--- config.mk ---
export PLATFORM = sky130hd
export DESIGN_NAME = yuv_timing_gen
export DESIGN_NICKNAME = d
export VERILOG_FILES = /design/src/rtl/yuv_tg_pkg.sv /design/src/rtl/yuv_tg_counter.sv /design/src/rtl/yuv_tg_sync.sv /design/src/rtl/yuv_tg_chroma.sv /design/src/rtl/yuv_timing_gen.sv
export SDC_FILE = /design/constraint.sdc
export NUM_CORES = 1
export LEC_CHECK = 0
export ABC_AREA = 1
export BUFFER_PORTS_ARGS = -buffer_cell sky130_fd_sc_hd__buf_2
export CAP_MARGIN = 20
export CORE_ASPECT_RATIO = 0.9
export CORE_MARGIN = 2
export CORE_UTILIZATION = 50
export CTS_CLUSTER_DIAMETER = 200
export DETAILED_ROUTE_END_ITERATION = 10
export PLACE_DENSITY = 0.77
export SLEW_MARGIN = 20
export SYNTH_ARGS = -nofsm -noshare
export SYNTH_HDL_FRONTEND = slang
export SYNTH_SLANG_ARGS = --single-unit
--- constraint.sdc ---
create_clock -name clk_i -period 2.05 [get_ports clk_i]
set_clock_uncertainty 0.05 [all_clocks]
set_input_delay 0.3075 -clock clk_i [delete_from_list [all_inputs] [get_ports clk_i]]
set_output_delay 0.3075 -clock clk_i [all_outputs]
set_load 0.01 [all_outputs]
--- src/rtl/yuv_tg_pkg.sv ---
package yuv_tg_pkg;
  localparam logic [7:0] Y_BLANK  = 8'h10;
  localparam logic [7:0] UV_BLANK = 8'h80;

  typedef enum logic {
    FMT_422 = 1'b0,
    FMT_411 = 1'b1
  } uv_fmt_e;
endpackage

--- src/rtl/yuv_tg_counter.sv ---
module yuv_tg_counter #(
  parameter int SW = 10,
  parameter int LW = 10
) (
  input  logic          clk_i,
  input  logic          rst_ni,
  input  logic [SW-1:0] line_len_i,
  input  logic [LW-1:0] frame_lines_i,
  output logic [SW-1:0] samp_o,
  output logic [LW-1:0] line_o
);
  logic samp_last, line_last;

  assign samp_last = (samp_o == line_len_i - SW'(1));
  assign line_last = (line_o == frame_lines_i - LW'(1));

  always_ff @(posedge clk_i or negedge rst_ni) begin
    if (!rst_ni) begin
      samp_o <= '0;
      line_o <= '0;
    end else if (samp_last) begin
      samp_o <= '0;
      line_o <= line_last ? '0 : line_o + LW'(1);
    end else begin
      samp_o <= samp_o + SW'(1);
    end
  end

  AST_SAMP_IN_RANGE: assert property (@(posedge clk_i) disable iff (!rst_ni)
    samp_o < line_len_i) else $error("sample index past line end");

  AST_LINE_STEP: assert property (@(posedge clk_i) disable iff (!rst_ni)
    (samp_last && !line_last) |=> (line_o == $past(line_o) + LW'(1) && samp_o == '0))
    else $error("line did not advance");

  AST_FRAME_WRAP: assert property (@(posedge clk_i) disable iff (!rst_ni)
    (samp_last && line_last) |=> (line_o == '0))
    else $error("frame did not wrap");
endmodule

--- src/rtl/yuv_tg_sync.sv ---
module yuv_tg_sync #(
  parameter int SW         = 10,
  parameter int LW         = 10,
  parameter int HREF_START = 64,
  parameter int HS_WIDTH   = 32,
  parameter int VS_LINES   = 6
) (
  input  logic          clk_i,
  input  logic          rst_ni,
  input  logic [SW-1:0] samp_i,
  input  logic [LW-1:0] line_i,
  input  logic [SW-1:0] line_len_i,
  input  logic [SW-1:0] act_len_i,
  input  logic [LW-1:0] frame_lines_i,
  input  logic [SW-1:0] hs_pos_i,
  output logic          href_o,
  output logic          hs_o,
  output logic          vs_o,
  output logic          odd_o
);
  localparam logic [SW:0] HrefStart = (SW+1)'(HREF_START);
  localparam logic [SW:0] HsWidth   = (SW+1)'(HS_WIDTH);
  localparam logic [LW-1:0] VsLines = LW'(VS_LINES);

  logic [SW:0]   samp_x, href_end, hs_end;
  logic [SW-1:0] half_samp;
  logic [LW-1:0] mid_line, vs2_end;
  logic          vs_f1, vs_f2;

  assign samp_x    = {1'b0, samp_i};
  assign href_end  = HrefStart + {1'b0, act_len_i};
  assign hs_end    = {1'b0, hs_pos_i} + HsWidth;
  assign half_samp = line_len_i >> 1;
  assign mid_line  = frame_lines_i >> 1;
  assign vs2_end   = mid_line + VsLines;

  always_comb begin
    href_o = (samp_x >= HrefStart) && (samp_x < href_end);
    hs_o   = (samp_i >= hs_pos_i) && (samp_x < hs_end);
    vs_f1  = (line_i < VsLines);
    vs_f2  = ((line_i == mid_line) && (samp_i >= half_samp)) ||
             ((line_i > mid_line) && (line_i < vs2_end)) ||
             ((line_i == vs2_end) && (samp_i < half_samp));
    vs_o   = vs_f1 || vs_f2;
    odd_o  = (line_i < mid_line) || ((line_i == mid_line) && (samp_i < half_samp));
  end

  AST_HREF_RISE_POS: assert property (@(posedge clk_i) disable iff (!rst_ni)
    $rose(href_o) |-> (samp_x == HrefStart)) else $error("href rose off start");

  AST_HS_RISE_POS: assert property (@(posedge clk_i) disable iff (!rst_ni)
    ($rose(hs_o) && $stable(hs_pos_i)) |-> (samp_i == hs_pos_i))
    else $error("hs rose off programmed sample");

  AST_VS_AT_FIELD: assert property (@(posedge clk_i) disable iff (!rst_ni)
    $rose(vs_o) |-> ((line_i == '0 && samp_i == '0) ||
                     (line_i == mid_line && samp_i == half_samp)))
    else $error("vs rose off field start");

  AST_ODD_WITH_VS: assert property (@(posedge clk_i) disable iff (!rst_ni)
    ($rose(odd_o) || $fell(odd_o)) |-> $rose(vs_o))
    else $error("field flag moved without field start");
endmodule

--- src/rtl/yuv_tg_chroma.sv ---
module yuv_tg_chroma
  import yuv_tg_pkg::*;
#(
  parameter int SW         = 10,
  parameter int HREF_START = 64
) (
  input  logic          href_i,
  input  uv_fmt_e       fmt_i,
  input  logic [SW-1:0] samp_i,
  input  logic [7:0]    y_i,
  input  logic [7:0]    u_i,
  input  logic [7:0]    v_i,
  output logic [7:0]    y_o,
  output logic [7:0]    uv_o
);
  logic [SW-1:0] offs;
  logic [1:0]    k;
  logic [7:0]    u_sh, v_sh;

  assign offs = samp_i - SW'(HREF_START);
  assign k    = offs[1:0];
  assign u_sh = u_i << {k, 1'b0};
  assign v_sh = v_i << {k, 1'b0};

  always_comb begin
    if (!href_i) begin
      y_o  = Y_BLANK;
      uv_o = UV_BLANK;
    end else begin
      y_o = y_i;
      if (fmt_i == FMT_411) uv_o = {u_sh[7:6], v_sh[7:6], 4'b0000};
      else                  uv_o = offs[0] ? v_i : u_i;
    end
  end
endmodule

--- src/rtl/yuv_timing_gen.sv ---
module yuv_timing_gen
  import yuv_tg_pkg::*;
#(
  parameter int LINE_60    = 780,
  parameter int LINE_50    = 944,
  parameter int ACT_60     = 640,
  parameter int ACT_50     = 768,
  parameter int LINES_60   = 525,
  parameter int LINES_50   = 625,
  parameter int HREF_START = 64,
  parameter int HS_WIDTH   = 32,
  parameter int VS_LINES   = 6,
  localparam int LMAX = (LINE_50 > LINE_60) ? LINE_50 : LINE_60,
  localparam int FMAX = (LINES_50 > LINES_60) ? LINES_50 : LINES_60,
  localparam int SW   = $clog2(LMAX + 1),
  localparam int LW   = $clog2(FMAX + 1)
) (
  input  logic          clk_i,
  input  logic          rst_ni,
  input  logic          mode_50_i,
  input  logic          fmt_411_i,
  input  logic [SW-1:0] hs_pos_i,
  input  logic          fast_en_i,
  input  logic [2:0]    mux_force_i,
  input  logic [7:0]    y_i,
  input  logic [7:0]    u_i,
  input  logic [7:0]    v_i,
  output logic [7:0]    y_o,
  output logic [7:0]    uv_o,
  output logic          bus_oe_o,
  output logic          href_o,
  output logic          hs_o,
  output logic          vs_o,
  output logic          odd_o
);
  logic [SW-1:0] line_len, act_len, samp;
  logic [LW-1:0] frame_lines, line;
  uv_fmt_e       fmt;

  assign line_len    = mode_50_i ? SW'(LINE_50)  : SW'(LINE_60);
  assign act_len     = mode_50_i ? SW'(ACT_50)   : SW'(ACT_60);
  assign frame_lines = mode_50_i ? LW'(LINES_50) : LW'(LINES_60);
  assign fmt         = fmt_411_i ? FMT_411 : FMT_422;

  // multiplexer modes override the fast-enable release
  assign bus_oe_o = !fast_en_i || (|mux_force_i);

  yuv_tg_counter #(.SW(SW), .LW(LW)) u_cnt (
    .clk_i, .rst_ni,
    .line_len_i(line_len), .frame_lines_i(frame_lines),
    .samp_o(samp), .line_o(line)
  );

  yuv_tg_sync #(
    .SW(SW), .LW(LW), .HREF_START(HREF_START),
    .HS_WIDTH(HS_WIDTH), .VS_LINES(VS_LINES)
  ) u_sync (
    .clk_i, .rst_ni,
    .samp_i(samp), .line_i(line),
    .line_len_i(line_len), .act_len_i(act_len), .frame_lines_i(frame_lines),
    .hs_pos_i,
    .href_o, .hs_o, .vs_o, .odd_o
  );

  yuv_tg_chroma #(.SW(SW), .HREF_START(HREF_START)) u_chroma (
    .href_i(href_o), .fmt_i(fmt), .samp_i(samp),
    .y_i, .u_i, .v_i,
    .y_o, .uv_o
  );

  AST_OE_FORCED: assert property (@(posedge clk_i) disable iff (!rst_ni)
    (|mux_force_i) |-> bus_oe_o) else $error("bus released under mux mode");

  AST_RESET_HREF: assert property (@(posedge clk_i)
    !rst_ni |-> (!href_o && vs_o && odd_o)) else $error("reset state wrong");
endmodule

==> results of run 1 <==
-- registers in the layout, indices dropped and copies added (netlist names) --
signal	count
u_cnt.samp_o	10
u_cnt.line_o	10
-- cell families (layout without fill, tap and decap cells) --
logic type      after synthesis  after routing  share of synthesized area, %
simple gates                194            194                          36.2
buf+inv                      72            156                          11.7
compound gates               51             51                          11.7
fa+ha+maj                    32             32                          16.2
flops                        20             20                          20.2
xor+xnor                     11             11                          3.90
-- metal layers --
layer	share of wire (%)	track usage [%]	up-vias	wire, um
li1	-	-	1396	-
met1	45	35.0	1264	3130
met2	45	43.6	154	3180
met3	8.3	1.91	20	586
met4	1.8	4.29	0	124
met5	0	0	-	0
-- final cells by class --
class                           instances  share of cell area, %
Clock buffer                            3                   1.24
Sequential cell                        20                   15.3
Tap cell                               65                   2.43
Clock inverter                          1                  0.899
Multi-Input combinational cell        288                   56.8
Timing Repair Buffer                   86                   15.7
Inverter                               66                   7.60
-- report_power, final --
group	leakage, uW	switching, uW	internal [uW]
clock	0.0000357	149	261
combinational	0.00148	127	120
sequential	0.000216	0	394
-- placed cells by master (no fill, tap or decap), types with 7 or more instances in the layout --
| cell | Yosys | final |
|---|---|---|
| sky130_fd_sc_hd__nor3_1 | 11 | 11 |
| sky130_fd_sc_hd__o21ai_1 | 7 | 7 |
| sky130_fd_sc_hd__xor2_1 | 9 | 9 |
| sky130_fd_sc_hd__ha_4 | 0 | 12 |
| sky130_fd_sc_hd__o21ai_0 | 9 | 7 |
| sky130_fd_sc_hd__a21oi_1 | 23 | 22 |
| sky130_fd_sc_hd__inv_1 | 62 | 60 |
| sky130_fd_sc_hd__buf_2 | 2 | 61 |
| sky130_fd_sc_hd__nand3b_1 | 7 | 7 |
| sky130_fd_sc_hd__nor2_1 | 46 | 41 |
| sky130_fd_sc_hd__dfrtp_1 | 20 | 11 |
| sky130_fd_sc_hd__nand3_1 | 27 | 24 |
| sky130_fd_sc_hd__dfrtp_2 | 0 | 9 |
| sky130_fd_sc_hd__nand2_1 | 82 | 78 |
| sky130_fd_sc_hd__buf_4 | 2 | 21 |
| sky130_fd_sc_hd__ha_1 | 32 | 20 |
-- timing repair --
item / 4_1_cts / 5_1_grt
hold buffers: 1 / 0
resized for setup: 21 / 24
endpoints found under the setup margin: 20 / 20
pin swaps: 8 / 11
endpoints found under the hold margin: 20 / 0
setup buffers: 6 / 3
-- synthesized netlist by cell type (all sizes together) --
| cell | instances | area [um^2] |
|---|---|---|
| dfrtp | 20 | 500 |
| nor3 | 15 | 95.1 |
| inv | 66 | 250 |
| o21ai | 16 | 80.1 |
| o21a | 2 | 15.0 |
| o21bai | 2 | 15.0 |
| and3b | 1 | 8.76 |
| xnor2 | 2 | 17.5 |
| nor4 | 1 | 6.26 |
| a21boi | 3 | 22.5 |
| a31oi | 2 | 18.8 |
| nand2 | 82 | 308 |
| nor2 | 47 | 179 |
| o211ai | 1 | 7.51 |
| buf | 5 | 36.3 |
| clkbuf | 1 | 3.75 |
| or2 | 7 | 43.8 |
| nand3b | 8 | 72.6 |
| nand3 | 28 | 145 |
| nand4 | 5 | 37.5 |
| o211a | 1 | 10.0 |
| a21oi | 23 | 115 |
| xor2 | 9 | 78.8 |
| o22ai | 1 | 6.26 |
| ha | 32 | 400 |
-- path summary, 6_finish.rpt --
check / to / cells after the start
setup / recovery: y_o[4] / 8
hold / removal: u_cnt.line_o[7]$_DFFE_PN0N_ / 2
setup reg to reg: u_cnt.line_o[2]$_DFFE_PN0N_ / 9
hold reg to reg: u_cnt.line_o[5]$_DFFE_PN0N_ / 2
max in group asynchronous: u_cnt.samp_o[6]$_DFF_PN0_ / 2
min in group clk_i: u_cnt.line_o[5]$_DFFE_PN0N_ / 2
-- critical path, stage by stage (launching register included) --
cell and delay [ns]:
sky130_fd_sc_hd__dfrtp_1 0.41, sky130_fd_sc_hd__ha_1 0.29, sky130_fd_sc_hd__nand2_1 0.08, sky130_fd_sc_hd__inv_1 0.06, sky130_fd_sc_hd__o21ai_2 0.12, sky130_fd_sc_hd__a31oi_2 0.12, sky130_fd_sc_hd__buf_12 0.17, sky130_fd_sc_hd__or2_1 0.20
sky130_fd_sc_hd__buf_2 0.14
-- through the flow --
step | cell area, um^2 | TNS, ns | utilization, % | instances
global route | 3340 | -2.74 | 69.5 | 529
detailed placement | 2940 | -0.0489 | 61.3 | 515
finish | 3340 | -1.19 | 69.5 | 529
floorplan | 2470 | 0 | - | 380
CTS | 3220 | -0.778 | 67.0 | 526
global placement | 2940 | 0 | 61.3 | 515
==> flow_summary.yaml, run 1 <==
run_status:
  run_status: "finished with violations"
  failing_checks: "negative setup slack"
synth:
  synth_area_um2: 2470
  postSynthRegisterBits: 20
  synth.lib_cells_used.distinct: 37
  yosysSeqAreaShare_pct: 20.2
  post_synth.cell_area_avg_um2: 6.51
  yosysWarnings: 0
  synth_nets: 454
  postSynthCellCount: 380
route:
  drc: 0
  first_pass_iters: 6
  final_antenna_net_count: 0
  detail_route.iter0.violations: 316
  via_count: 2834
  viasPerCell: 5.36
  drt_wl_total_mm: 7.02
  wl_per_cell_um: 13.3
worst_setup_path:
  critical_path.startpoint: "u_cnt.samp_o[7]$_DFF_PN0_"
  worst_setup_path_end_kind: "primary output"
  worst_setup_path_start_kind: "register"
  worst_setup_path_type: "reg2out"
  worstReg2RegStart: "u_cnt.samp_o[0]$_DFF_PN0_"
  crit_arrival_ns: 1.85
  timing.critical_path.fanout_max: 16
  flop2flop_setup_slack_ns: 0.22
  worst_ep_required_time_ns: 1.69
timing:
  finalCritPeriodShare_pct: 108
  finalSetupViolCount: 20
  post-route-worst-setup-slack_ns: -0.162
  unrepaired_setup_endpoints_after_global_routing: "yes"
  number_of_hold_violations_in_the_final_report: 0
  max_clock_freq_mhz: 452
  finalMaxSlewViolations: 0
  final_hold_slack_ns: 0.467
  period_needed_ns: 2.21
  relSlewSlack_pct: 66.8
  max_slew.worst_pin.slew_ns: 0.497
job:
  max_cap_viol_count: 0
finish:
  synthesis_to_finish_area_growth_pct: 35.1
  multiInputGateArea_um2: 1900
  post_route_cells_drive_above_1_share_pct: 31.3
  final_nets: 539
  antenna-diode-count: 0
  num-fill-cells: 365
  regArea_um2: 512
die:
  dieArea_um2: 5530
  floorplan.io_pins: 63
  fp-row-count: 24
  die_w_um: 78.1
  floorplan.initialDensity_pct: 51.5
  die_h_um: 70.7
  core_region_area_um2: 4800
power_and_ir_drop:
  peakVddDrop_v: 0.000259
  design_power_total_uw: 1050
  leakage_uw: 0.00173
  cell_area_power_density_nw_per_um2: 314
global_routing:
  antenna_found_initial: 0
  grtUsageTotal_pct: 25.1
  first_pass_grt_wire_length_mm: 11.6
  grt_remaining_overflow: 0
  grt_max_degree: 21
  first_global_vias: 2578
clock_network:
  clk_root_buffer_cell: "sky130_fd_sc_hd__clkbuf_8"
  cts_tree: "yes"
  path_clk_slew_ns: 0.09
  total_clock_buffers_created_by_cts: 3
  htree_levels: 1
  worst_skew_pair.late_latency_ns: 0.27
  clockBufferDepth: 2
  tritoncts_num_sinks: 20
place:
  gp_routability_congestion: 0.915
  placement.setup.worst_slack_ns: -0.0293
  port_buffers: 62
  dp_hpwl_mm: 4.89
min_path:
  hold_path_class: "in2async"
No activity file was read; power rests on OpenSTA's default activity.
==> inputs of run 2 (changes only) <==
--- a/config.mk
+++ b/config.mk
@@ -10,10 +10,10 @@
 export CAP_MARGIN = 20
 export CORE_ASPECT_RATIO = 0.9
 export CORE_MARGIN = 2
-export CORE_UTILIZATION = 50
+export CORE_UTILIZATION = 40
 export CTS_CLUSTER_DIAMETER = 200
 export DETAILED_ROUTE_END_ITERATION = 10
-export PLACE_DENSITY = 0.77
+export PLACE_DENSITY = 0.64
 export SLEW_MARGIN = 20
 export SYNTH_ARGS = -nofsm -noshare
 export SYNTH_HDL_FRONTEND = slang
==> constraint.sdc (replaced) <==
create_clock -name clk_i -period 2.05 [get_ports clk_i]
set_clock_uncertainty 0.05 [all_clocks]
set_input_delay 0.1025 -clock clk_i [delete_from_list [all_inputs] [get_ports clk_i]]
set_output_delay 0.1025 -clock clk_i [all_outputs]
set_load 0.01 [all_outputs]
==> run 2 against run 1 <==
- the run now ends clean
- flip-flop and latch count did not move
- clock-buffer cell count did not move
- sequential share of layout area rose by 1.2 points
- combinational power fell by 15%
- critical endpoint is now hs_o
==> flow_summary.yaml, run 2 (synthesized netlist as in run 1, its figures left out) <==
clock_network:
  tritoncts_num_sinks: 20
  clockBufferDepth: 2
  worst_skew_pair.late_latency_ns: 0.26
  htree_levels: 1
  clk_root_buffer_cell: "sky130_fd_sc_hd__clkbuf_8"
  total_clock_buffers_created_by_cts: 3
  cts_tree: "yes"
  path_clk_slew_ns: 0.08
global_routing:
  grtUsageTotal_pct: 18.4
  grt_max_degree: 21
  first_pass_grt_wire_length_mm: 10.3
  first_global_vias: 2313
  antenna_found_initial: 0
  grt_remaining_overflow: 0
worst_setup_path:
  path_buf_inv: 2
  worst_setup_path_end_kind: "primary output"
  worst_setup_path_type: "reg2out"
  critPathSlowestCell: "sky130_fd_sc_hd__dfrtp_1"
  crit_arrival_ns: 1.80
  worstReg2RegStart: "u_cnt.samp_o[0]$_DFF_PN0_"
  worst_ep_required_time_ns: 1.90
  max_stage_delay_ns: 0.41
  cpMostUsedCell: "sky130_fd_sc_hd__nor2_1"
  reg2reg_depth: 8
  timing.critical_path.fanout_max: 7
  timing.critical_path.cells: "buf_4 -> ha_4 -> nand2_1 -> nor2_1 -> nand3b_1 -> nand3_1 -> nor2_1 -> nor2_1 -> buf_2"
  cp_top_family: "simple AND/OR/NAND/NOR gates"
  worst_r2r_endpoint: "u_cnt.line_o[3]$_DFFE_PN0N_"
  worst_setup_path_start_kind: "register"
  flop2flop_setup_slack_ns: 0.27
route:
  viasPerCell: 5.00
  first_pass_iters: 4
  drc: 0
  detail_route.iter0.violations: 151
  final_antenna_net_count: 0
  via_count: 2606
  wl_per_cell_um: 11.9
  drt_wl_total_mm: 6.21
finish:
  top_flop_regs: "u_cnt.line_o: 10 flops, u_cnt.samp_o: 10 flops"
  antenna-diode-count: 0
  layout.cells.most_common_list: "82 x sky130_fd_sc_hd__nand2_1, 62 x sky130_fd_sc_hd__buf_2, 60 x sky130_fd_sc_hd__inv_1"
  num-fill-cells: 626
  layout.cells.most_common: "sky130_fd_sc_hd__nand2_1"
  synthesis_to_finish_area_growth_pct: 25.1
  post_route_cells_drive_above_1_share_pct: 25.2
  final_nets: 524
  utilization_pct: 51.2
power_and_ir_drop:
  cell_area_power_density_nw_per_um2: 325
  leakage_uw: 0.00165
  peakVddDrop_v: 0.000181
timing:
  number_of_hold_violations_in_the_final_report: 0
  max_slew.worst_pin.slew_ns: 0.473
  period_needed_ns: 1.95
  max_clock_freq_mhz: 512
  finalSetupViolCount: 0
  unrepaired_setup_endpoints_after_global_routing: "yes"
  relSlewSlack_pct: 68.5
  finalCritPeriodShare_pct: 95.4
  final_hold_slack_ns: 0.272
  finalMaxSlewViolations: 0
die:
  dieArea_um2: 6830
  die_h_um: 78.6
  floorplan.initialDensity_pct: 40.9
  die_w_um: 86.9
  floorplan.io_pins: 63
  fp-row-count: 27
  core_region_area_um2: 6050
run_status:
  run_status: "completed"
job:
  max_cap_viol_count: 0
min_path:
  hold_path_class: "in2async"
place:
  port_buffers: 62
  dp_hpwl_mm: 4.85
  gp_routability_congestion: 0.875
run 2: cell types whose count changed in the layout (fill, tap and decap cells not counted), sizes merged:
cell,change
buf,-16
a31oi,+1
clkinvlp,-1
inv,+1
run 2: repair_timing:
item | 4_1_cts | 5_1_grt
setup endpoints to repair | 18 | 15
pin swaps | 1 | 4
endpoints found under the hold margin | 20 | 0
resized for setup | 4 | 23
hold buffers | 1 | 0
setup buffers | 1 | 3
cloned | 1 | 0
run 2: power by group:
| group | switching (uW) | total [uW] | internal, uW | leakage, uW |
|---|---|---|---|---|
| Sequential | 0 | 394 | 394 | 0.000217 |
| Combinational | 114 | 211 | 96.9 | 0.00140 |
| Clock | 142 | 403 | 261 | 0.0000357 |
run 2: metrics by stage:
step           instances  power (uW)  TNS [ns]  instance area, um^2  setup WS (ns)
6_report             521        1010         0                 3100         0.0951
5_1_grt              521        1070   -0.0156                 3100        -0.0156
4_1_cts              518        1020         0                 2980         0.0198
3_5_place_dp         511         606         0                 2860        0.00898
3_3_place_gp         511         603         0                 2860         0.0715
2_1_floorplan        380         516         0                 2470          0.385
run 2: area by class of cell:
type                    count  area (um^2)  share of cell area [%]
clock inverters             1         30.0                   0.970
well taps                  72         90.1                    2.91
multi-input cells         289         1780                    57.6
repair buffers             70          385                    12.4
inverters                  66          253                    8.16
clock buffers               3         41.3                    1.33
flip-flops and latches     20          512                    16.5
run 2: layer usage:
metal / global-route usage [%] / routed length [um]
met5: 0 / 0
met4: 3.75 / 30
met3: 1.37 / 417
met2: 30.5 / 2680
met1: 26.1 / 3080
run 2: worst max-delay path by stage:
stage / slack (ns) / cells past startpoint / end / start
after global routing: -0.02 / 6 / hs_o / u_cnt.samp_o[9]$_DFF_PN0_
after floorplan: 0.38 / 7 / uv_o[4] / u_cnt.samp_o[7]$_DFF_PN0_
final: 0.1 / 9 / hs_o / u_cnt.samp_o[7]$_DFF_PN0_
after global placement: 0.07 / 8 / uv_o[7] / mode_50_i
after CTS: 0.02 / 9 / vs_o / u_cnt.samp_o[6]$_DFF_PN0_
after detailed placement: 0.009 / 8 / uv_o[7] / mode_50_i
==> inputs of run 3 (changes only) <==
--- a/config.mk
+++ b/config.mk
@@ -13,7 +13,6 @@
 export CORE_UTILIZATION = 40
 export CTS_CLUSTER_DIAMETER = 200
 export DETAILED_ROUTE_END_ITERATION = 10
-export PLACE_DENSITY = 0.64
 export SLEW_MARGIN = 20
 export SYNTH_ARGS = -nofsm -noshare
 export SYNTH_HDL_FRONTEND = slang
==> run 3 against run 2 <==
- total power fell by 15%
- cell count rose by 0.58%
- setup slack improved by 0.013 ns
- via count rose by 0.12%
- sequential share of layout area barely moved
- first-iteration DRC count rose by 23%
- largest power group is now registers
- highest routed layer unchanged
==> flow_summary.yaml, run 3 (synthesized netlist as in run 1, its figures left out) <==
run_status:
  run_status: "completed"
die:
  floorplan.io_pins: 63
  die_w_um: 86.9
  dieArea_um2: 6830
  floorplan.initialDensity_pct: 40.9
  core_region_area_um2: 6050
  die_h_um: 78.6
  fp-row-count: 27
route:
  drt_wl_total_mm: 6.28
  first_pass_iters: 4
  viasPerCell: 4.98
  detail_route.iter0.violations: 185
  wl_per_cell_um: 12.0
  via_count: 2609
  drc: 0
  final_antenna_net_count: 0
power_and_ir_drop:
  cell_area_power_density_nw_per_um2: 279
  power_frac_seq_pct: 45.8
  power_frac_clock_pct: 29.9
  peakVddDrop_v: 0.000161
  gate_power_share_pct: 24.3
  p_switching_uw: 239
  leakage_uw: 0.00167
  power_report.internal_total_uw: 622
  fraction_of_power_spent_switching_nets_pct: 27.7
place:
  dp_hpwl_mm: 4.95
  placement.setup.worst_slack_ns: 0.0336
  gp_routability_congestion: 0.846
  port_buffers: 62
finish:
  final_nets: 528
  synthesis_to_finish_area_growth_pct: 24.8
  layout.cells.most_common: "sky130_fd_sc_hd__nand2_1"
  utilization_pct: 51.0
  antenna-diode-count: 0
  post_route_cells_drive_above_1_share_pct: 24.8
  top_flop_regs: "u_cnt.line_o: 10 flops, u_cnt.samp_o: 10 flops"
  layout.cells.most_common_list: "82 x sky130_fd_sc_hd__nand2_1, 62 x sky130_fd_sc_hd__inv_1, 62 x sky130_fd_sc_hd__buf_2"
worst_setup_path:
  worst_setup_path_end_kind: "primary output"
  worst_setup_path_start_kind: "register"
  worst_ep_required_time_ns: 1.90
  timing.critical_path.fanout_max: 5
  crit_arrival_ns: 1.79
  critical_path.startpoint: "u_cnt.samp_o[7]$_DFF_PN0_"
  worstReg2RegStart: "u_cnt.samp_o[2]$_DFF_PN0_"
  worst_setup_path_type: "reg2out"
job:
  max_cap_viol_count: 0
clock_network:
  worst_skew_pair.late_latency_ns: 0.26
  cts_tree: "yes"
  clk_root_buffer_cell: "sky130_fd_sc_hd__clkbuf_8"
  clockBufferDepth: 2
  total_clock_buffers_created_by_cts: 3
  tritoncts_num_sinks: 20
  path_clk_slew_ns: 0.07
  htree_levels: 1
timing:
  final_hold_slack_ns: 0.278
  period_needed_ns: 1.94
  finalMaxSlewViolations: 0
  unrepaired_setup_endpoints_after_global_routing: "yes"
  finalSetupViolCount: 0
  post-route-worst-setup-slack_ns: 0.108
  number_of_hold_violations_in_the_final_report: 0
  max_clock_freq_mhz: 515
  setup-tns-final_ns: 0
  finalCritPeriodShare_pct: 94.7
  relSlewSlack_pct: 68.1
  max_slew.worst_pin.slew_ns: 0.478
global_routing:
  antenna_found_initial: 0
  grt_remaining_overflow: 0
  grtUsageTotal_pct: 18.5
  first_pass_grt_wire_length_mm: 10.3
  first_global_vias: 2299
  grt_max_degree: 21
min_path:
  hold_path_class: "in2async"
## run 3: changes by cell type in the layout (fill, tap and decap cells not counted), sizes merged
| cell | before | now |
|---|---|---|
| buf | 69 | 73 |
| bufinv | 1 | 0 |
## run 3: worst max-delay path, cell delays in order, from the launching register on
cell                      delay (ns)
sky130_fd_sc_hd__dfrtp_1        0.38
sky130_fd_sc_hd__ha_1           0.29
sky130_fd_sc_hd__nand2_1        0.06
sky130_fd_sc_hd__inv_1          0.06
sky130_fd_sc_hd__o21ai_4        0.18
sky130_fd_sc_hd__a31oi_4        0.16
sky130_fd_sc_hd__buf_4          0.17
sky130_fd_sc_hd__nor3_2         0.08
sky130_fd_sc_hd__buf_2          0.15
## run 3: cell type report
cell class,count,area [um^2]
inverters,66,253
fillers,618,2960
flip-flops and latches,20,510
repair buffers,74,415
well taps,72,90.1
multi-input cells,289,1780
clock buffers,3,41.3
## run 3: final timing paths
| path | endpoint | slack [ns] | cells past startpoint |
|---|---|---|---|
| max reg2reg | u_cnt.line_o[2]$_DFFE_PN0N_ | 0.25 | 8 |
| min in group clk_i | bus_oe_o | 0.40 | 3 |
| min | u_cnt.line_o[7]$_DFFE_PN0N_ | 0.28 | 2 |
| max in group asynchronous | u_cnt.samp_o[2]$_DFF_PN0_ | 1.31 | 2 |
| max | uv_o[5] | 0.11 | 8 |
| min reg2reg | u_cnt.line_o[2]$_DFFE_PN0N_ | 0.55 | 3 |
## run 3: metrics by stage
| stage | total power (uW) | instances | instance area (um^2) |
|---|---|---|---|
| after floorplan | 516 | 380 | 2470 |
| after global placement | 603 | 512 | 2860 |
| after detailed placement | 605 | 512 | 2860 |
| after CTS | 869 | 517 | 2950 |
| after global routing | 916 | 524 | 3090 |
| final | 860 | 524 | 3090 |
## run 3: routing by layer
| layer | GRT usage (%) | part of all wire [%] |
|---|---|---|
| met5 | 0 | 0 |
| met4 | 4.53 | 0.88 |
| met3 | 0.946 | 7.0 |
| met2 | 28.7 | 40 |
| met1 | 27.8 | 52 |
## run 3: what timing repair did
item / CTS / global route
endpoints found under the setup margin: 18 / 11
gates cloned: 0 / 1
setup buffers: 1 / 6
hold buffers: 1 / 0
hold endpoints to repair: 20 / 0
resized for setup: 3 / 22
pin swaps: 1 / 1
## run 3: power by group through the flow
stage	combinational, uW	sequential (uW)	clock, uW
final	209	394	257
after detailed placement	203	402	0
after CTS	206	394	268
after floorplan	114	402	0
after global placement	201	402	0
after global routing	238	394	284
